## config.mk

```make
export PLATFORM = sky130hd
export DESIGN_NAME = lcd_frame_dma
export DESIGN_NICKNAME = d
export VERILOG_FILES = /design/src/rtl/lcd_frame_dma_pkg.sv /design/src/rtl/lcd_frame_dma_ctrl.sv /design/src/rtl/lcd_frame_dma_dp.sv /design/src/rtl/lcd_frame_dma.sv
export SDC_FILE = /design/constraint.sdc
export NUM_CORES = 1
export LEC_CHECK = 0
export BUFFER_PORTS_ARGS = -buffer_cell sky130_fd_sc_hd__buf_2
export CAP_MARGIN = 20
export CORE_MARGIN = 5
export CORE_UTILIZATION = 24
export CTS_CLUSTER_DIAMETER = 150
export DETAILED_ROUTE_END_ITERATION = 7
export SYNTH_ARGS = -nofsm -noshare
export SYNTH_HDL_FRONTEND = slang
export SYNTH_HIERARCHICAL = 1
export SYNTH_SLANG_ARGS = --single-unit
```

## constraint.sdc

```tcl
create_clock -name clk -period 3.61 [get_ports clk]
set_clock_uncertainty 0.2 [all_clocks]
set_input_delay 0.5415 -clock clk [delete_from_list [all_inputs] [get_ports clk]]
set_output_delay 0.5415 -clock clk [all_outputs]
set_load 0.02 [all_outputs]
```

## src/rtl/lcd_frame_dma_pkg.sv

```systemverilog
package lcd_frame_dma_pkg;
  // control word bit positions
  localparam int unsigned B_MODE  = 0;
  localparam int unsigned B_BLKIE = 1;
  localparam int unsigned B_ERRIE = 2;
  localparam int unsigned B_BLK1  = 3;
  localparam int unsigned B_BLK2  = 4;
  localparam int unsigned B_ERR   = 5;
  localparam int unsigned SRC_LSB = 6;
  // bound registers: 0 first1, 1 last1, 2 first2, 3 last2
  localparam int unsigned NUM_BOUNDS = 4;

  typedef struct packed {
    logic loadTop1;
    logic loadTop2;
    logic advance;
    logic capture;
    logic clrBlk;
    logic setBlk1;
    logic setBlk2;
    logic setErr;
    logic clrErr;
  } seqStrobes_t;

  typedef enum logic [2:0] {
    S_IDLE, S_REQ, S_WAIT, S_OUT, S_HALT
  } seqState_t;
endpackage

```

## src/rtl/lcd_frame_dma_ctrl.sv

```systemverilog
module lcd_frame_dma_ctrl
  import lcd_frame_dma_pkg::*;
(
  input  logic        clk,
  input  logic        rstN,
  input  logic        lcdEnable,
  input  logic        memReqReady,
  input  logic        memRspValid,
  input  logic        memRspErr,
  input  logic        pixReady,
  input  logic        atBottom,
  input  logic        twoBlock,
  input  logic        onBlock2,
  output logic        memReqValid,
  output logic        pixValid,
  output seqStrobes_t strobes
);
  seqState_t state, nextState;
  logic armed;
  logic start;

  assign start       = (state == S_IDLE) && lcdEnable && armed;
  assign memReqValid = (state == S_REQ);
  assign pixValid    = (state == S_OUT);

  always_ff @(posedge clk) begin
    if (!rstN) begin
      state <= S_IDLE;
      armed <= 1'b1;
    end else begin
      state <= nextState;
      if (!lcdEnable)  armed <= 1'b1;
      else if (start)  armed <= 1'b0;
    end
  end

  always_comb begin
    strobes   = '0;
    nextState = state;
    unique case (state)
      S_IDLE: if (start) begin
        strobes.loadTop1 = 1'b1;
        strobes.clrErr   = 1'b1;
        nextState        = S_REQ;
      end
      S_REQ: if (memReqReady) begin
        strobes.clrBlk = 1'b1;
        nextState      = S_WAIT;
      end
      S_WAIT: if (memRspValid) begin
        if (memRspErr) begin
          strobes.setErr = 1'b1;
          nextState      = S_HALT;
        end else begin
          strobes.capture = 1'b1;
          nextState       = S_OUT;
        end
      end
      S_OUT: if (pixReady) begin
        if (!atBottom) begin
          strobes.advance = 1'b1;
        end else if (twoBlock && !onBlock2) begin
          strobes.loadTop2 = 1'b1;
          strobes.setBlk1  = 1'b1;
        end else begin
          strobes.loadTop1 = 1'b1;
          strobes.setBlk1  = !onBlock2;
          strobes.setBlk2  = onBlock2;
        end
        nextState = (lcdEnable && !armed) ? S_REQ : S_IDLE;
      end
      S_HALT: if (armed) nextState = S_IDLE;
      default: nextState = S_IDLE;
    endcase
  end
endmodule

```

## src/rtl/lcd_frame_dma_dp.sv

```systemverilog
module lcd_frame_dma_dp
  import lcd_frame_dma_pkg::*;
#(
  parameter int unsigned REG_W    = 16,
  parameter int unsigned REGSEL_W = 4,
  parameter int unsigned DATA_W   = 16,
  parameter int unsigned SRC_W    = 2
) (
  input  logic                  clk,
  input  logic                  rstN,
  input  logic                  regWrEn,
  input  logic [REGSEL_W-1:0]   regAddr,
  input  logic [REG_W-1:0]      regWrData,
  output logic [REG_W-1:0]      regRdData,
  input  seqStrobes_t           strobes,
  input  logic [DATA_W-1:0]     rspData,
  output logic                  atBottom,
  output logic                  twoBlock,
  output logic                  onBlock2,
  output logic [2*REG_W-1:0]    reqAddr,
  output logic [DATA_W-1:0]     pixData,
  output logic [SRC_W-1:0]      srcSel,
  output logic                  irq
);
  localparam int unsigned ADDR_W = 2 * REG_W;
  localparam int unsigned STEP   = DATA_W / 8;

  logic [NUM_BOUNDS-1:0][ADDR_W-1:0] bounds;
  logic              blkIe, errIe;
  logic              blk1Flag, blk2Flag, errFlag;
  logic [ADDR_W-1:0] curAddr;
  logic [REG_W-1:0]  ctrlWord;
  logic              ctrlWr;

  assign ctrlWr = regWrEn && (regAddr == '0);

  for (genvar k = 0; k < NUM_BOUNDS; k++) begin : g_bound
    logic [ADDR_W-1:0] bnd;
    always_ff @(posedge clk) begin
      if (!rstN) begin
        bnd <= '0;
      end else if (regWrEn) begin
        if (regAddr == REGSEL_W'(2*k+1)) bnd[ADDR_W-1:REG_W] <= regWrData;
        if (regAddr == REGSEL_W'(2*k+2)) bnd[REG_W-1:0]      <= regWrData;
      end
    end
    assign bounds[k] = bnd;
  end

  always_ff @(posedge clk) begin
    if (!rstN) begin
      twoBlock <= 1'b0;
      blkIe    <= 1'b0;
      errIe    <= 1'b0;
      srcSel   <= '0;
    end else if (ctrlWr) begin
      twoBlock <= regWrData[B_MODE];
      blkIe    <= regWrData[B_BLKIE];
      errIe    <= regWrData[B_ERRIE];
      srcSel   <= regWrData[SRC_LSB +: SRC_W];
    end
  end

  always_ff @(posedge clk) begin
    if (!rstN) begin
      curAddr  <= '0;
      onBlock2 <= 1'b0;
      pixData  <= '0;
      blk1Flag <= 1'b0;
      blk2Flag <= 1'b0;
      errFlag  <= 1'b0;
      irq      <= 1'b0;
    end else begin
      if (strobes.loadTop1) begin
        curAddr  <= bounds[0];
        onBlock2 <= 1'b0;
      end else if (strobes.loadTop2) begin
        curAddr  <= bounds[2];
        onBlock2 <= 1'b1;
      end else if (strobes.advance) begin
        curAddr  <= curAddr + ADDR_W'(STEP);
      end
      if (strobes.capture) pixData <= rspData;
      if (strobes.clrBlk) begin
        blk1Flag <= 1'b0;
        blk2Flag <= 1'b0;
      end
      if (strobes.setBlk1) blk1Flag <= 1'b1;
      if (strobes.setBlk2) blk2Flag <= 1'b1;
      if (strobes.clrErr)  errFlag  <= 1'b0;
      if (strobes.setErr)  errFlag  <= 1'b1;
      irq <= (blkIe && (strobes.setBlk1 || strobes.setBlk2)) ||
             (errIe && strobes.setErr);
    end
  end

  assign reqAddr  = curAddr;
  assign atBottom = (curAddr == (onBlock2 ? bounds[3] : bounds[1]));

  always_comb begin
    ctrlWord                      = '0;
    ctrlWord[B_MODE]              = twoBlock;
    ctrlWord[B_BLKIE]             = blkIe;
    ctrlWord[B_ERRIE]             = errIe;
    ctrlWord[B_BLK1]              = blk1Flag;
    ctrlWord[B_BLK2]              = blk2Flag;
    ctrlWord[B_ERR]               = errFlag;
    ctrlWord[SRC_LSB +: SRC_W]    = srcSel;
  end

  always_comb begin
    regRdData = '0;
    if (regAddr == '0) regRdData = ctrlWord;
    for (int k = 0; k < NUM_BOUNDS; k++) begin
      if (regAddr == REGSEL_W'(2*k+1)) regRdData = bounds[k][ADDR_W-1:REG_W];
      if (regAddr == REGSEL_W'(2*k+2)) regRdData = bounds[k][REG_W-1:0];
    end
  end
endmodule

```

## src/rtl/lcd_frame_dma.sv

```systemverilog
module lcd_frame_dma
  import lcd_frame_dma_pkg::*;
#(
  parameter int unsigned REG_W    = 16,
  parameter int unsigned REGSEL_W = 4,
  parameter int unsigned DATA_W   = 16,
  parameter int unsigned SRC_W    = 2
) (
  input  logic                clk,
  input  logic                rstN,
  input  logic                regWrEn,
  input  logic [REGSEL_W-1:0] regAddr,
  input  logic [REG_W-1:0]    regWrData,
  output logic [REG_W-1:0]    regRdData,
  input  logic                lcdEnable,
  output logic                memReqValid,
  input  logic                memReqReady,
  output logic [2*REG_W-1:0]  memReqAddr,
  input  logic                memRspValid,
  input  logic                memRspErr,
  input  logic [DATA_W-1:0]   memRspData,
  output logic                pixValid,
  input  logic                pixReady,
  output logic [DATA_W-1:0]   pixData,
  output logic [SRC_W-1:0]    srcSel,
  output logic                irq
);
  seqStrobes_t strobes;
  logic atBottom, twoBlock, onBlock2;

  lcd_frame_dma_ctrl u_ctrl (
    .clk(clk), .rstN(rstN), .lcdEnable(lcdEnable),
    .memReqReady(memReqReady), .memRspValid(memRspValid), .memRspErr(memRspErr),
    .pixReady(pixReady), .atBottom(atBottom), .twoBlock(twoBlock),
    .onBlock2(onBlock2), .memReqValid(memReqValid), .pixValid(pixValid),
    .strobes(strobes)
  );

  lcd_frame_dma_dp #(
    .REG_W(REG_W), .REGSEL_W(REGSEL_W), .DATA_W(DATA_W), .SRC_W(SRC_W)
  ) u_dp (
    .clk(clk), .rstN(rstN), .regWrEn(regWrEn), .regAddr(regAddr),
    .regWrData(regWrData), .regRdData(regRdData), .strobes(strobes),
    .rspData(memRspData), .atBottom(atBottom), .twoBlock(twoBlock),
    .onBlock2(onBlock2), .reqAddr(memReqAddr), .pixData(pixData),
    .srcSel(srcSel), .irq(irq)
  );
endmodule

```

==> results.cfg, run 1 <==
[critical_path]
reg2regPathDepth = 14
critical_path_class = flop to flop
required_ns = 3.73
cp-end-kind = flop
critPathMaxFanout = 35
startpoint_type = flop
crit_slowest_cell = dfxtp_2
cp.buffers_inverters = 2
critPathMostFrequentCell = a21oi_1
path_cells = buf_4 -> mux2i_1 -> xnor2_1 -> nor4_1 -> nand4_1 -> nor2_4 -> nand3_4 -> o21bai_4 -> buf_12 -> and3b_1 -> a21oi_1 -> nand3_1 -> o21ai_0 -> a21oi_1
worst-path-stages = 14
path_delay_family = simple AND/OR/NAND/NOR gates
worstPathArrival_ns = 3.61
max_stage_delay_ns = 0.41

[logic_synthesis]
yosys_warnings = 6
synth_top_cell_area_share_pct = 37.6
synth_top_cell_by_area = dfxtp_1
synthArstFlopShare_pct = 0
synthTopCellsByArea = dfxtp_1 38%, nand2_1 12%, mux2i_1 5.9%
synth-edff-count = 0
synth_top_flop_cell = dfxtp_1
syn-num-nets = 1358
synthesis.area_mm2 = 0.0101
synth-seq-cells = 190
ys_seq_area_share_pct = 37.6
synth.distinct_cells = 74
postSynthCellCount = 1313
syn_area_per_cell_um2 = 7.71

[cells_and_area]
layout.nets = 1424
areaGrowthSynthToFinish_pct = 18.2
fin_util_pct = 28.6
drive_gt1_share_pct = 16.1

[die]
core_mm2 = 0.0419
rows = 75
die_h_um = 215
initial_core_util_pct = 24.2
die-area_mm2 = 0.0464
die_w_um = 215
ioPinCount = 113

[routing]
wl_um = 39800
dr.first_iter.drc_count = 1061
first_pass_iters = 8
vias_per_cell = 5.24
drc = 0
routedWlPerCell_um = 20.6
routed-via-count = 10125
drtAntennaViolNets = 0

[placement]
post-place-ws_ns = -0.0142
hpwl_um = 29900
gp_routability_congestion = 0.924
io_buffer_count = 112

[power]
pwr-share-clk_pct = 36.6
p_sw_mw = 1.69
p_int_mw = 3.58
report.power.total_mw = 5.27
pwr-share-comb_pct = 19.7
seq_power_share_pct = 43.7
sw_frac_of_total_pct = 32.0
ir_worst_vdd_uv = 328
p_leak_nw = 4.22
p_per_area_mw_per_mm2 = 440

[clocking]
cts_buffers = 17
cts_root_buf = clkbuf_16
clock_latency_ns = 0.46
cts_setup_buffers = 0
cts_num_sinks = 190
cts_tree = done
path_clk_slew_ns = 0.07
clockBufferDepth = 2
htreeDepth = 4

[timing]
tns_ns = 0
tightest_slew_ns = 1.02
final-hold-violation-count = 0
relSlewSlack_pct = 32.3
rsz0062_at_grt = false
slew_viol_final = 0
fmax_mhz = 286
post-route-min-period_ns = 3.49
setup_ws_ns = 0.118
setup_viol = 0
post-route-period-util_pct = 96.7

[global_routing]
grt_max_degree = 93
grt_pass1_wl_um = 59900
grt_use_total_pct = 16.5
grt_overflow = 0
grt_pass1_vias = 9448
antenna_found_initial = 2

[run]
max_cap_viol_count = 0

[status]
outcome = complete, no violations

[hold_path]
hold_path.class = primary input to flop
hold_depth = 2
sequential cells by signal (all words and copies together), names as in the netlist, 2 cells and up:
signal            flops
u_ctrl/state          3
u_dp/reqAddr         32
u_dp/g_bound.bnd    128
u_dp/srcSel           2
u_dp/pixData         16
synth_stat cells, types with 8 or more instances:
master      n
nor2_1     68
a21boi_1    8
o21ai_0    49
a211oi_1   11
xnor2_1    39
mux2i_1    60
buf_2      41
a22oi_1    10
a21oi_1   118
inv_1      14
nand4_1    12
a21boi_0   47
nand3_1    41
a222oi_1   12
nand2_1   317
o22ai_1     9
dfxtp_1   190
nor2b_1    25
and2_1      9
clkbuf_1   61
and3_1     10
nand2b_1   12
nor4_1     19
or3_1      10
power groups by stage:
stage	registers (mW)	logic (mW)	clock network [mW]
3_5_place_dp	2.34	0.992	0
4_1_cts	2.29	1.00	1.96
5_1_grt	2.30	1.12	2.05
3_3_place_gp	2.34	0.983	0
6_report	2.30	1.04	1.93
2_1_floorplan	2.34	0.605	0
layout by cell type, fill, tap and decap left out, types with 19 or more instances in the layout:
cell type / netlist / layout
a21boi_0: 47 / 47
a21oi_1: 118 / 118
buf_2: 41 / 112
buf_4: 7 / 47
dfxtp_1: 190 / 189
mux2i_1: 60 / 60
nand2_1: 317 / 317
nand3_1: 41 / 41
nor2_1: 68 / 66
nor2b_1: 25 / 24
nor4_1: 19 / 19
o21ai_0: 49 / 48
xnor2_1: 39 / 39
cells by family after synthesis:
group	count (synthesis)	share of synthesized area (%)
AOI/OAI and AO/OA	320	20.2
xor gates and xnor gates	45	3.89
adders and majority gates	1	0.124
buffers and inverters	133	5.83
DFF	190	37.6
muxes	60	5.93
and+or+nand+nor	564	26.4
cell type report:
class | instances | area (µm²)
inverters | 14 | 52.6
diodes | 3 | 7.51
repair buffers | 166 | 1040
clock buffers | 20 | 467
flip-flops and latches | 190 | 3800
well taps | 539 | 674
clock inverters | 11 | 120
fillers | 4529 | 29900
multi-input cells | 990 | 5790
routing by layer:
layer / share of wire, % / wire length [µm] / global-route usage (%) / vias up
li1: - / - / - / 4695
met3: 8.5 / 3400 / 3.66 / 54
met5: 0.033 / 13 / 0 / -
met4: 2.0 / 803 / 4.33 / 2
met2: 44 / 17600 / 25.1 / 496
met1: 45 / 17900 / 23.7 / 4878
stage by stage:
step / instance area [µm²] / std cells / hold slack (ns)
6_report: 12000 / 1933 / 0.104
4_1_cts: 11900 / 1929 / 0.0830
2_1_floorplan: 10100 / 1313 / 0.243
3_5_place_dp: 11300 / 1898 / 0.270
3_3_place_gp: 11300 / 1898 / 0.267
5_1_grt: 12000 / 1931 / 0.110
worst paths after layout:
path	endpoint	slack [ns]	from
setup / recovery	u_dp/reqAddr[26]	0.12	u_dp/onBlock2
hold / removal	u_ctrl/armed	0.10	lcdEnable
setup reg to reg	u_dp/reqAddr[26]	0.12	u_dp/onBlock2
hold reg to reg	u_dp/g_bound[1].bnd[3]	0.28	u_dp/g_bound[1].bnd[3]
timing repair:
action,in CTS,in global routing
pin swaps,0,1
resized for setup,2,6
hold buffers,0,0
cloned,0,1
setup endpoints to repair,2,13
Note: power is estimated with default switching activity, not from simulation.
==> run 2, diff against run 1 <==
--- a/config.mk
+++ b/config.mk
@@ -8,9 +8,10 @@
 export BUFFER_PORTS_ARGS = -buffer_cell sky130_fd_sc_hd__buf_2
 export CAP_MARGIN = 20
 export CORE_MARGIN = 5
-export CORE_UTILIZATION = 24
+export CORE_UTILIZATION = 53
 export CTS_CLUSTER_DIAMETER = 150
 export DETAILED_ROUTE_END_ITERATION = 7
+export PLACE_DENSITY = 0.76
 export SYNTH_ARGS = -nofsm -noshare
 export SYNTH_HDL_FRONTEND = slang
 export SYNTH_HIERARCHICAL = 1
==> run 2 against run 1 <==
Compared with the run above: the flow now finishes with violations (design-rule violations); sequential share of layout area rose by 1.1 points; sequential cell count did not move; fmax fell by 1.5%; final cell count fell by 16%; combinational power fell by 8%.
==> results.cfg, run 2 (synthesized netlist as in run 1, its figures left out) <==
[critical_path]
setup.worst_path.start = u_dp/onBlock2
reg2regPathDepth = 15
r2r_end = u_dp/reqAddr[16]
r2r-start = u_dp/onBlock2
reg2reg_slack_ns = 0.06
startpoint_type = flop
worstPathArrival_ns = 3.68
critPathMaxFanout = 20
required_ns = 3.75
cp-end-kind = flop
critical_path_class = flop to flop

[global_routing]
grt_use_total_pct = 30.3
grt_pass1_wl_um = 52800
grt_pass1_vias = 9108
antenna_found_initial = 0
grt_max_degree = 93
grt_overflow = 0

[clocking]
path_clk_slew_ns = 0.07
cts_root_buf = clkbuf_16
clockBufferDepth = 2
cts_tree = done
htreeDepth = 4
cts_buffers = 17
hold_buffers = 0
cts_num_sinks = 190
clock_latency_ns = 0.44

[cells_and_area]
final_common_cell = nand2_1
n_antenna_cell = 0
drive_gt1_share_pct = 15.9
areaGrowthSynthToFinish_pct = 14.3
fin_area_mm2 = 0.0116
largest_register_ffs = 128
instances_no_fill = 1620
multiInputGateArea_mm2 = 0.00579
layout.nets = 1418
final_cell_mix = 317 x nand2_1, 189 x dfxtp_1, 117 x a21oi_1
fin_util_pct = 61.6
regArea_mm2 = 0.00381
fillCellCount = 1662
top_register = u_dp/g_bound.bnd

[power]
p_leak_nw = 4.20
pwr-share-clk_pct = 39.0
p_sw_mw = 1.61
seq_power_share_pct = 43.3
p_int_mw = 3.79
pwr-share-comb_pct = 17.8
sw_frac_of_total_pct = 29.8
report.power.total_mw = 5.39
ir_worst_vdd_uv = 337
p_per_area_mw_per_mm2 = 466

[run]
max_cap_viol_count = 0

[placement]
hpwl_um = 25100
post-place-ws_ns = -0.149
dp_cells = 1584
place_area_mm2 = 0.0108
io_buffer_count = 112
gp_routability_congestion = 1.01

[die]
die-area_mm2 = 0.0220
ioPinCount = 113
initial_core_util_pct = 53.9
core_mm2 = 0.0188
die_w_um = 148
rows = 50
die_h_um = 148

[timing]
final-hold-violation-count = 0
post-route-period-util_pct = 98.2
tightest_slew_ns = 1.05
setup_ws_ns = 0.0635
tns_ns = 0
timing.hold.ws_ns = 0.103
relSlewSlack_pct = 30.3
slew_viol_final = 0
setup_viol = 0
fmax_mhz = 282
post-route-min-period_ns = 3.55

[routing]
vias_per_cell = 6.36
routedWlPerCell_um = 21.3
wl_um = 34600
first_pass_iters = 8
drtAntennaViolNets = 0
drc = 9
dr.first_iter.drc_count = 1656
routed-via-count = 10300

[hold_path]
min_from = lcdEnable
hold_path.class = primary input to flop
min_to = u_ctrl/armed
hold_depth = 2

[status]
outcome = finished, violations left
violations = design-rule violations
==> run 2: cell types whose count changed in the layout (fill, tap and decap cells not counted), moves of 2 or more <==
cell / delta
bufinv_16: +4
diode_2: -3
buf_4: -3
clkinv_4: -2
clkinv_2: +2
nor4_1: -2
inv_8: -2
clkbuf_8: -2
nor4_2: +2
==> run 2: how the worst max path moves through the flow <==
stage | endpoint | slack, ns | depth (start not counted)
floorplan | u_dp/reqAddr[23] | 0.05 | 15
global placement | u_dp/reqAddr[13] | -0.05 | 14
detailed placement | u_dp/reqAddr[13] | -0.15 | 14
CTS | u_dp/reqAddr[16] | 0.05 | 14
global route | u_dp/reqAddr[9] | -0.04 | 15
finish | u_dp/reqAddr[16] | 0.06 | 15
==> run 2: per-layer routing <==
layer	wire, µm	vias up	global-route usage [%]
met3	4500	103	7.40
met1	14300	4760	43.9
met2	14600	761	44.5
met4	1100	0	9.70
met5	0	-	0
li1	-	4676	-
==> run 2: power groups by stage <==
stage / Sequential (mW) / Combinational (mW) / Clock, mW
final: 2.33 / 0.959 / 2.10
after global routing: 2.34 / 1.02 / 2.20
after CTS: 2.32 / 0.923 / 2.11
after detailed placement: 2.37 / 0.914 / 0
after global placement: 2.37 / 0.905 / 0
after floorplan: 2.34 / 0.605 / 0
==> run 2: final cells by class <==
cell class	instances	share of cell area [%]
clock buffers	19	3.83
clock inverters	13	1.81
inverters	14	0.454
multi-input cells	990	50.1
flip-flops and latches	190	32.9
well taps	234	2.53
repair buffers	160	8.40
==> run 2: critical path: stages, from the launching register on <==
cell	delay, ns
dfxtp_4	0.47
buf_12	0.14
buf_4	0.10
mux2i_1	0.22
xnor2_1	0.13
nor4_1	0.32
nand4_1	0.23
nor2_4	0.21
nand3_4	0.13
nor2b_2	0.18
buf_4	0.26
nor2b_1	0.25
o31ai_1	0.12
a31oi_1	0.16
nor2_1	0.06
o221a_2	0.25
==> run 2: repair_timing <==
item	4_1_cts	5_1_grt
gates resized for setup	2	4
endpoints found under the setup margin	17	19
buffers inserted	0	4
pin swaps	0	1
cloned	0	0
